`src/rtl/adc_alarm_pkg.sv`:
```
package adc_alarm_pkg;
    localparam int LIMIT_W = 8;
    localparam int CODE_W  = 4;
    localparam int WORD_W  = 16;

    typedef logic [LIMIT_W-1:0] limit_t;

    // Mask for the significant bits of the top byte for a resolution code.
    // Code 0 stands for full 16-bit resolution.
    function automatic limit_t sig_mask(input logic [CODE_W-1:0] code);
        int n;
        n = (code == '0) ? WORD_W : int'(code);
        if (n >= LIMIT_W)
            return '1;
        return limit_t'(8'hFF << (LIMIT_W - n));
    endfunction
endpackage

```
`src/rtl/adc_alarm_regs.sv`:
```
module adc_alarm_regs
    import adc_alarm_pkg::*;
#(
    parameter int NUM_CH    = 4,
    parameter int ADDR_W    = 8,
    parameter int PAGE_BASE = 16
) (
    input  logic                      clk,
    input  logic                      rst_n,
    input  logic                      wr_en,
    input  logic                      rd_en,
    input  logic [ADDR_W-1:0]         addr,
    input  limit_t                    wdata,
    output limit_t                    rdata,
    output logic [NUM_CH*LIMIT_W-1:0] lo_flat,
    output logic [NUM_CH*LIMIT_W-1:0] hi_flat
);
    localparam int PAGE_BYTES = 2 * NUM_CH;
    localparam int SLOT_W     = ADDR_W - 1;

    typedef struct packed {
        logic [NUM_CH-1:0][LIMIT_W-1:0] lo;
        logic [NUM_CH-1:0][LIMIT_W-1:0] hi;
        limit_t                         rd;
    } page_t;

    page_t state_d, state_q;

    logic [ADDR_W-1:0] offset;
    logic              in_page;
    logic [SLOT_W-1:0] slot;
    logic              hi_half;

    assign offset  = addr - ADDR_W'(PAGE_BASE);
    assign in_page = (addr >= ADDR_W'(PAGE_BASE)) &&
                     (offset < ADDR_W'(PAGE_BYTES));
    assign slot    = offset[ADDR_W-1:1];
    assign hi_half = offset[0];

    always_comb begin
        state_d = state_q;
        if (rd_en) begin
            state_d.rd = '0;
            for (int k = 0; k < NUM_CH; k++) begin
                if (in_page && slot == SLOT_W'(k))
                    state_d.rd = hi_half ? state_q.hi[k] : state_q.lo[k];
            end
        end
        if (wr_en && in_page) begin
            for (int k = 0; k < NUM_CH; k++) begin
                if (slot == SLOT_W'(k)) begin
                    if (hi_half)
                        state_d.hi[k] = wdata;
                    else
                        state_d.lo[k] = wdata;
                end
            end
        end
    end

    always_ff @(posedge clk or negedge rst_n) begin
        if (!rst_n) begin
            state_q.lo <= '0;
            state_q.hi <= '1;
            state_q.rd <= '0;
        end else begin
            state_q <= state_d;
        end
    end

    assign rdata   = state_q.rd;
    assign lo_flat = state_q.lo;
    assign hi_flat = state_q.hi;

    // Writes outside the page leave every limit untouched.
    assert_offpage_ignored_R4: assert property (@(posedge clk) disable iff (!rst_n)
        (wr_en && !in_page) |=> ($stable(state_q.lo) && $stable(state_q.hi)));

    // An in-page write to the first low slot lands there.
    assert_write_store_R1: assert property (@(posedge clk) disable iff (!rst_n)
        (wr_en && addr == ADDR_W'(PAGE_BASE)) |=> (state_q.lo[0] == $past(wdata)));

    // Reads outside the page return zero.
    assert_rd_offpage_R3: assert property (@(posedge clk) disable iff (!rst_n)
        (rd_en && !in_page) |=> (rdata == '0));
endmodule

```
`src/rtl/adc_alarm_cmp.sv`:
```
module adc_alarm_cmp
    import adc_alarm_pkg::*;
(
    input  logic [WORD_W-1:0] result,
    input  logic [CODE_W-1:0] code,
    input  limit_t            lim_lo,
    input  limit_t            lim_hi,
    output logic              below,
    output logic              above
);
    limit_t mask;
    limit_t top_m;
    limit_t lo_m;
    limit_t hi_m;

    always_comb begin
        mask  = sig_mask(code);
        top_m = result[WORD_W-1 -: LIMIT_W] & mask;
        lo_m  = lim_lo & mask;
        hi_m  = lim_hi & mask;
        below = top_m < lo_m;
        above = top_m > hi_m;
    end

    // With ordered limits a sample cannot lie on both sides.
    always_comb begin
        if (lim_lo <= lim_hi)
            assert_no_dual_R7: assert (!(below && above));
    end
endmodule

```
`src/rtl/adc_alarm_flags.sv`:
```
module adc_alarm_flags #(
    parameter int NUM_CH = 4
) (
    input  logic              clk,
    input  logic              rst_n,
    input  logic [NUM_CH-1:0] valid,
    input  logic [NUM_CH-1:0] clr,
    input  logic [NUM_CH-1:0] below,
    input  logic [NUM_CH-1:0] above,
    output logic [NUM_CH-1:0] lo_flag,
    output logic [NUM_CH-1:0] hi_flag
);
    typedef struct packed {
        logic [NUM_CH-1:0] lo;
        logic [NUM_CH-1:0] hi;
    } flag_t;

    flag_t state_d, state_q;

    always_comb begin
        state_d.lo = (state_q.lo & ~clr) | (valid & below);
        state_d.hi = (state_q.hi & ~clr) | (valid & above);
    end

    always_ff @(posedge clk or negedge rst_n) begin
        if (!rst_n)
            state_q <= '0;
        else
            state_q <= state_d;
    end

    assign lo_flag = state_q.lo;
    assign hi_flag = state_q.hi;

    for (genvar k = 0; k < NUM_CH; k++) begin : g_chk
        assert_sticky_hi_R8: assert property (@(posedge clk) disable iff (!rst_n)
            (hi_flag[k] && !clr[k]) |=> hi_flag[k]);
        assert_sticky_lo_R8: assert property (@(posedge clk) disable iff (!rst_n)
            (lo_flag[k] && !clr[k]) |=> lo_flag[k]);
        assert_clear_lo_R9: assert property (@(posedge clk) disable iff (!rst_n)
            (clr[k] && !(valid[k] && below[k])) |=> !lo_flag[k]);
        assert_set_wins_R9: assert property (@(posedge clk) disable iff (!rst_n)
            (clr[k] && valid[k] && above[k]) |=> hi_flag[k]);
    end
endmodule

```
`src/rtl/adc_alarm_unit.sv`:
```
module adc_alarm_unit
    import adc_alarm_pkg::*;
#(
    parameter int NUM_CH    = 4,
    parameter int ADDR_W    = 8,
    parameter int PAGE_BASE = 16
) (
    input  logic                     clk,
    input  logic                     rst_n,
    input  logic                     cfg_wr,
    input  logic                     cfg_rd,
    input  logic [ADDR_W-1:0]        cfg_addr,
    input  logic [LIMIT_W-1:0]       cfg_wdata,
    output logic [LIMIT_W-1:0]       cfg_rdata,
    input  logic [NUM_CH-1:0]        conv_valid,
    input  logic [NUM_CH*WORD_W-1:0] conv_data,
    input  logic [NUM_CH*CODE_W-1:0] conv_res,
    input  logic [NUM_CH-1:0]        alarm_clr,
    output logic [NUM_CH-1:0]        alarm_lo,
    output logic [NUM_CH-1:0]        alarm_hi
);
    logic [NUM_CH*LIMIT_W-1:0] lo_flat;
    logic [NUM_CH*LIMIT_W-1:0] hi_flat;
    logic [NUM_CH-1:0]         below;
    logic [NUM_CH-1:0]         above;

    adc_alarm_regs #(
        .NUM_CH   (NUM_CH),
        .ADDR_W   (ADDR_W),
        .PAGE_BASE(PAGE_BASE)
    ) u_regs (
        .clk    (clk),
        .rst_n  (rst_n),
        .wr_en  (cfg_wr),
        .rd_en  (cfg_rd),
        .addr   (cfg_addr),
        .wdata  (cfg_wdata),
        .rdata  (cfg_rdata),
        .lo_flat(lo_flat),
        .hi_flat(hi_flat)
    );

    for (genvar k = 0; k < NUM_CH; k++) begin : g_ch
        adc_alarm_cmp u_cmp (
            .result(conv_data[k*WORD_W +: WORD_W]),
            .code  (conv_res[k*CODE_W +: CODE_W]),
            .lim_lo(lo_flat[k*LIMIT_W +: LIMIT_W]),
            .lim_hi(hi_flat[k*LIMIT_W +: LIMIT_W]),
            .below (below[k]),
            .above (above[k])
        );
    end

    adc_alarm_flags #(
        .NUM_CH(NUM_CH)
    ) u_flags (
        .clk    (clk),
        .rst_n  (rst_n),
        .valid  (conv_valid),
        .clr    (alarm_clr),
        .below  (below),
        .above  (above),
        .lo_flag(alarm_lo),
        .hi_flag(alarm_hi)
    );
endmodule

```
`config.mk`:
```
export PLATFORM = sky130hd
export DESIGN_NAME = adc_alarm_unit
export DESIGN_NICKNAME = d
export VERILOG_FILES = /design/src/rtl/adc_alarm_pkg.sv /design/src/rtl/adc_alarm_regs.sv /design/src/rtl/adc_alarm_cmp.sv /design/src/rtl/adc_alarm_flags.sv /design/src/rtl/adc_alarm_unit.sv
export SDC_FILE = /design/constraint.sdc
export NUM_CORES = 1
export LEC_CHECK = 0
export ABC_AREA = 1
export BUFFER_PORTS_ARGS = -buffer_cell sky130_fd_sc_hd__buf_2
export CORE_MARGIN = 4
export CORE_UTILIZATION = 57
export DETAILED_ROUTE_END_ITERATION = 8
export GPL_TIMING_DRIVEN = 0
export MAX_ROUTING_LAYER = met4
export PLACE_DENSITY_LB_ADDON = 0.2
export SLEW_MARGIN = 10
export SYNTH_ARGS = -nofsm -noshare
export SYNTH_HDL_FRONTEND = slang
export SYNTH_SLANG_ARGS = --single-unit
```
`constraint.sdc`:
```
create_clock -name clk -period 2.1 [get_ports clk]
set_input_delay 0.315 -clock clk [delete_from_list [all_inputs] [get_ports clk]]
set_output_delay 0.315 -clock clk [all_outputs]
set_load 0.01 [all_outputs]
```
==> impl_metrics.toml, run 1 <==
[synth]
postSynthRegisterBits = 80
syn_area_um2 = 6530
synth_edf_count = 0
seq_area_frac_synth_pct = 31.3
synth-async-reset-ratio_pct = 100
synth_cells = 928
synthFlopType = "dfrtp_1"
synth_nets = 1098
ys_warn_count = 0
avgSynthCellArea_um2 = 7.03
synth_cell_type_count = 40

[floorplan]
boundaryPins = 124
core-area_um2 = 11000
die_y_um = 115
core.rowCount = 38
die_width_um = 115
die_area_um2 = 13200
start_util_pct = 59.2

[global_routing]
grt_usage_pct = 28.9
grt_pass1_vias = 6400
antenna_found_initial = 0
met2_usage_pct = 47.4
grt.busiest_layer = "met2"
grt_pass1_wl_um = 29900
grt_overflow = 0
met1_usage_pct = 36.9
grt_max_degree = 63
grtUsageMet3_pct = 4.16

[route]
wl_um = 18400
drcViolationCount = 0
drtAntennaViolNets = 0
vias = 6570
drt_iter0_markers = 364
first_pass_iters = 5
viasPerCell = 5.43
wl_per_cell_um = 15.2

[outcome]
status = "finished with violations"
violations = "setup timing"

[clock_tree]
cts_tree = "yes"
clock-root-buffer = "clkbuf_16"
h-tree-depth = 3
clock_latency_ns = 0.33
clockBufferDepth = 2
cts_buffers = 9
cts.sinks = 80
cts.clk_slew.worst_paths_ns = 0.06

[timing]
whs_ns = 0.218
finalHoldViolations = 0
final_max_slew_viol_count = 0
tightest_slew_ns = 0.620
finalSetupViolations = 8
maxSlewHeadroom_pct = 58.6
fin_crit_ns = 2.52
rsz0062_at_grt = "yes"
fin_skew_ns = 0.00647
fin_ws_ns = -0.416
clock.fmax_mhz = 398
fin_crit_sh_pct = 120

[finish]
drive_gt1_share_pct = 33.1
antennaDiodeCount = 0
n_fill_cell = 790
mostFrequentLayoutCells = "nand2_1 (283), inv_1 (120), buf_2 (82)"
seqCellArea_um2 = 2040
utilization_pct = 79.0
final_common_cell = "nand2_1"
final_area_um2 = 8720
areaGrowthSynthToFinish_pct = 33.5
multi_input_area_um2 = 4540
final_nets = 1236

[pwr]
intPower_mw = 3.11
combPwrFrac_pct = 25.5
p_per_area_nw_per_um2 = 502
vdd_drop_max_v = 0.000385
clkPwrFrac_pct = 38.2
seq_power_share_pct = 36.3
p_switching_mw = 1.26
p_sw_share_pct = 28.8
power_mw = 4.38
p_leak_nw = 4.17

[worst_setup_path]
path_buf_inv = 4
max_stage_delay_ns = 0.23
crit_fanout = 4
slowest_stage = "ha_4"
critical_path_required_ns = 2.37
start_kind = "input port"
cp.arrival_ns = 2.79
worstPathCellList = "buf_12 -> inv_12 -> ha_4 -> inv_4 -> nor2_4 -> nand2_2 -> ha_4 -> inv_4 -> nand2_4 -> a21oi_2 -> nand3_2 -> nand2_2 -> nand2_2 -> nand2_2 -> and3_4 -> ha_4 -> a21o_1 -> a21oi_2 -> nand2_1 -> nand3_1 -> nand2_1 -> nand3_1 -> nand2_1 -> nand2_1"
crit_type = "input port to flip-flop"
path_delay_family = "simple AND/OR/NAND/NOR gates"
cp-end-kind = "flip-flop"

[place]
place_ws_ns = -1.04
place_congestion = 0.961
placed_area_um2 = 7470
hpwl_um = 12900
portBuffers = 90

[run]
drv_cap = 0

[min_path]
hold_path.class = "input port to flip-flop"
## metrics by stage
step | TNS, ns | cells
floorplan | -3.51 | 928
global placement | -7.13 | 1158
detailed placement | -7.56 | 1159
CTS | -2.45 | 1207
global route | -4.03 | 1211
finish | -2.77 | 1211
## power groups by stage
stage	Sequential (mW)	Clock [mW]	Combinational, mW
final	1.59	1.67	1.12
after global placement	1.61	0	0.821
after global routing	1.59	1.75	1.24
after detailed placement	1.61	0	0.847
after CTS	1.59	1.68	1.01
after floorplan	1.62	0	0.543
## kinds of logic (layout without fill, tap and decap cells)
family                   Yosys count  in the layout  synth area share [%]
AND/OR/NAND/NOR                  469            469                  31.0
AO/OA/AOI/OAI                    142            142                  13.7
buffers and inverters            164            307                  10.5
adder cells (fa/ha/maj)           62             62                  11.9
multiplexers                       9              9                  1.38
XOR/XNOR                           2              2                 0.268
flip-flops                        80             80                  31.3
## worst paths after layout
path | from | to | slack (ns) | depth (start not counted)
max in group asynchronous | rst_n | u_regs.hi_flat[11]$_DFFE_PN1P_ | 1.05 | 3
hold reg to reg | u_flags.hi_flag[2]$_DFF_PN0_ | u_flags.hi_flag[2]$_DFF_PN0_ | 0.47 | 2
hold / removal | alarm_clr[3] | u_flags.hi_flag[3]$_DFF_PN0_ | 0.22 | 4
setup reg to reg | u_regs.hi_flat[31]$_DFFE_PN1P_ | u_flags.hi_flag[3]$_DFF_PN0_ | 0.45 | 9
setup / recovery | conv_res[0] | u_flags.lo_flag[0]$_DFF_PN0_ | -0.42 | 24
min in group asynchronous | rst_n | u_regs.lo_flat[27]$_DFFE_PN0P_ | 0.41 | 2
## tightest hold or removal path, delay by kind of cell
family,cells,cell delay (ns)
buffers and inverters,2,0.11
AND/OR/NAND/NOR,2,0.09
## layout make-up
| cell class | instances | area share (%) |
|---|---|---|
| multi-input cells | 684 | 52.0 |
| flip-flops and latches | 80 | 23.4 |
| repair buffers | 127 | 9.98 |
| inverters | 149 | 7.49 |
| clock buffers | 13 | 2.87 |
| well taps | 140 | 2.01 |
| plain buffers | 15 | 1.44 |
| clock inverters | 3 | 0.746 |
## state kept, by name (all words and copies together) (netlist names)
name             flops
u_flags.hi_flag      4
u_flags.lo_flag      4
u_regs.hi_flat      32
u_regs.lo_flat      32
u_regs.rdata         8
## metal layers
metal  up-vias  routed length, um
li1       3269                  -
met1      3069               7880
met2       187               9080
met3        45                944
met4         0                503
met5         -                  0
## timing repair
action,CTS,global route
buffers inserted,31,5
endpoints found under the hold margin,12,0
resized for setup,100,63
hold buffers,1,0
cloned,0,0
setup endpoints to repair,8,8
pin swaps,85,50
## synthesized netlist by cell type (2+ instances only)
| cell | n | share of area [%] |
|---|---|---|
| ha_1 | 62 | 12 |
| a21o_1 | 4 | 0.46 |
| a211oi_1 | 5 | 0.58 |
| nand3_4 | 8 | 2.1 |
| o21ai_0 | 27 | 2.1 |
| nor3_1 | 7 | 0.54 |
| nand2_1 | 320 | 18 |
| a2111oi_0 | 3 | 0.40 |
| nand3_1 | 42 | 3.2 |
| o21ai_2 | 23 | 3.1 |
| o21bai_1 | 5 | 0.58 |
| o21ai_1 | 41 | 3.1 |
| nand4_1 | 11 | 1.1 |
| inv_1 | 147 | 8.5 |
| dfrtp_1 | 48 | 18 |
| and3_2 | 2 | 0.23 |
| nor2_2 | 2 | 0.19 |
| o2111ai_1 | 6 | 0.81 |
| nor2_1 | 71 | 4.1 |
| clkbuf_1 | 4 | 0.23 |
| dfstp_2 | 32 | 13 |
| a21oi_1 | 20 | 1.5 |
| mux2i_1 | 9 | 1.4 |
| o211ai_1 | 5 | 0.58 |
| buf_6 | 9 | 1.6 |
No activity file was read; power rests on OpenSTA's default activity.
==> run 2, diff against run 1 <==
Settings changed: CTS_CLUSTER_SIZE set to 28, PLACE_DENSITY set to 0.84, PLACE_DENSITY_LB_ADDON 0.2 to not set.
==> impl_metrics.toml, run 2 (synthesized netlist as in run 1, its figures left out) <==
[global_routing]
grt_usage_pct = 28.5
grt_overflow = 0
grt_pass1_vias = 6426
antenna_found_initial = 0
grt_max_degree = 42
grt_pass1_wl_um = 29500

[pwr]
vdd_drop_max_v = 0.000360
p_per_area_nw_per_um2 = 488
power_mw = 4.30
p_leak_nw = 4.23

[min_path]
hold_path.class = "input port to flip-flop"
hold_depth = 4

[worst_setup_path]
critical_path_required_ns = 2.38
cp-end-kind = "flip-flop"
crit_fanout = 4
start_kind = "input port"
cp.arrival_ns = 2.88
worst_r2r_path_depth = 9
crit_type = "input port to flip-flop"

[finish]
antennaDiodeCount = 0
final_area_um2 = 8820
areaGrowthSynthToFinish_pct = 35.2
mostFrequentLayoutCells = "nand2_1 (279), inv_1 (121), buf_2 (82)"
final_common_cell = "nand2_1"
final_nets = 1249
drive_gt1_share_pct = 34.6

[place]
portBuffers = 90
place_ws_ns = -1.11
place_congestion = 0.956
placed_area_um2 = 7470
hpwl_um = 13000

[route]
wl_per_cell_um = 15.7
vias = 6828
viasPerCell = 5.58
first_pass_iters = 5
wl_um = 19300
drt_iter0_markers = 459
drtAntennaViolNets = 0
drcViolationCount = 0

[floorplan]
core-area_um2 = 11000
core.rowCount = 38
start_util_pct = 59.2
die_area_um2 = 13200
die_y_um = 115
die_width_um = 115
boundaryPins = 124

[timing]
finalHoldViolations = 0
fin_skew_ns = 0.00669
whs_ns = 0.225
fin_crit_ns = 2.60
rsz0062_at_grt = "yes"
finalSetupViolations = 8
maxSlewHeadroom_pct = 57.8
fin_crit_sh_pct = 124
final_max_slew_viol_count = 0
clock.fmax_mhz = 384
tightest_slew_ns = 0.633
fin_ws_ns = -0.504

[clock_tree]
clock_latency_ns = 0.33
clockBufferDepth = 2
h-tree-depth = 3
clock-root-buffer = "clkbuf_16"
cts.clk_slew.worst_paths_ns = 0.06
cts_buffers = 9
cts.sinks = 80
cts_tree = "yes"

[run]
drv_cap = 0

[outcome]
violations = "setup timing"
status = "finished with violations"
[run 2: metrics by stage]
stage / util [%] / std cells / setup TNS [ns]
2_1_floorplan: - / 928 / -3.51
3_3_place_gp: 67.5 / 1158 / -7.07
3_5_place_dp: 67.7 / 1159 / -7.61
4_1_cts: 75.9 / 1206 / -2.51
5_1_grt: 80.0 / 1224 / -4.50
6_report: 80.0 / 1224 / -3.27
[run 2: worst paths after layout]
kind / startpoint / end / slack [ns]
worst max register to register: u_regs.hi_flat[23]$_DFFE_PN1P_ / u_flags.hi_flag[2]$_DFF_PN0_ / 0.36
worst min register to register: u_flags.hi_flag[0]$_DFF_PN0_ / u_flags.hi_flag[0]$_DFF_PN0_ / 0.47
worst max-delay path: conv_res[12] / u_flags.lo_flag[3]$_DFF_PN0_ / -0.50
max in group asynchronous: rst_n / u_regs.hi_flat[30]$_DFFE_PN1P_ / 0.93
min in group asynchronous: rst_n / u_flags.hi_flag[0]$_DFF_PN0_ / 0.51
worst min-delay path: alarm_clr[3] / u_flags.lo_flag[3]$_DFF_PN0_ / 0.23
[run 2: timing repair]
item	4_1_cts	5_1_grt
setup buffers	30	21
hold buffers	1	0
pin swaps	81	62
endpoints found under the hold margin	26	0
resized for setup	90	79
endpoints found under the setup margin	8	8
[run 2: routing by layer]
layer / global-route usage [%] / vias to the layer above / part of all wire, %
li1: - / 3301 / -
met4: 10.3 / 0 / 3.6
met1: 35.9 / 3193 / 42
met2: 47.0 / 259 / 49
met3: 3.74 / 75 / 5.5
met5: - / - / 0
[run 2: critical path, stage by stage]
cell and delay [ns]:
buf_12 0.11, inv_12 0.04, ha_4 0.16, inv_2 0.05
nor2_4 0.10, nand2_2 0.09, ha_4 0.23, inv_4 0.05
nand2_4 0.06, a21oi_2 0.12, nand3_2 0.10, nand2_2 0.10
a21oi_2 0.07, nor2_2 0.16, nand2_1 0.11, ha_4 0.22
a21o_1 0.20, a21oi_1 0.15, nand2_1 0.08, nand3_1 0.07
nand2_1 0.07, nand3_1 0.08, nand2_1 0.05, nand2_1 0.07
[run 2: report_power, final]
group | leakage, nW | switching (mW) | internal (mW)
Clock | 0.146 | 0.604 | 0.948
Combinational | 3.10 | 0.673 | 0.491
Sequential | 0.987 | 0.0145 | 1.57
Total | 4.23 | 1.29 | 3.01
[run 2: final cells by class]
class                   instances  area (um^2)
well taps                     140          175
plain buffers                  15          125
inverters                     149          652
clock inverters                 4         45.0
repair buffers                140          953
fillers                       761         2210
multi-input cells             684         4590
flip-flops and latches         80         2040
clock buffers                  12          246
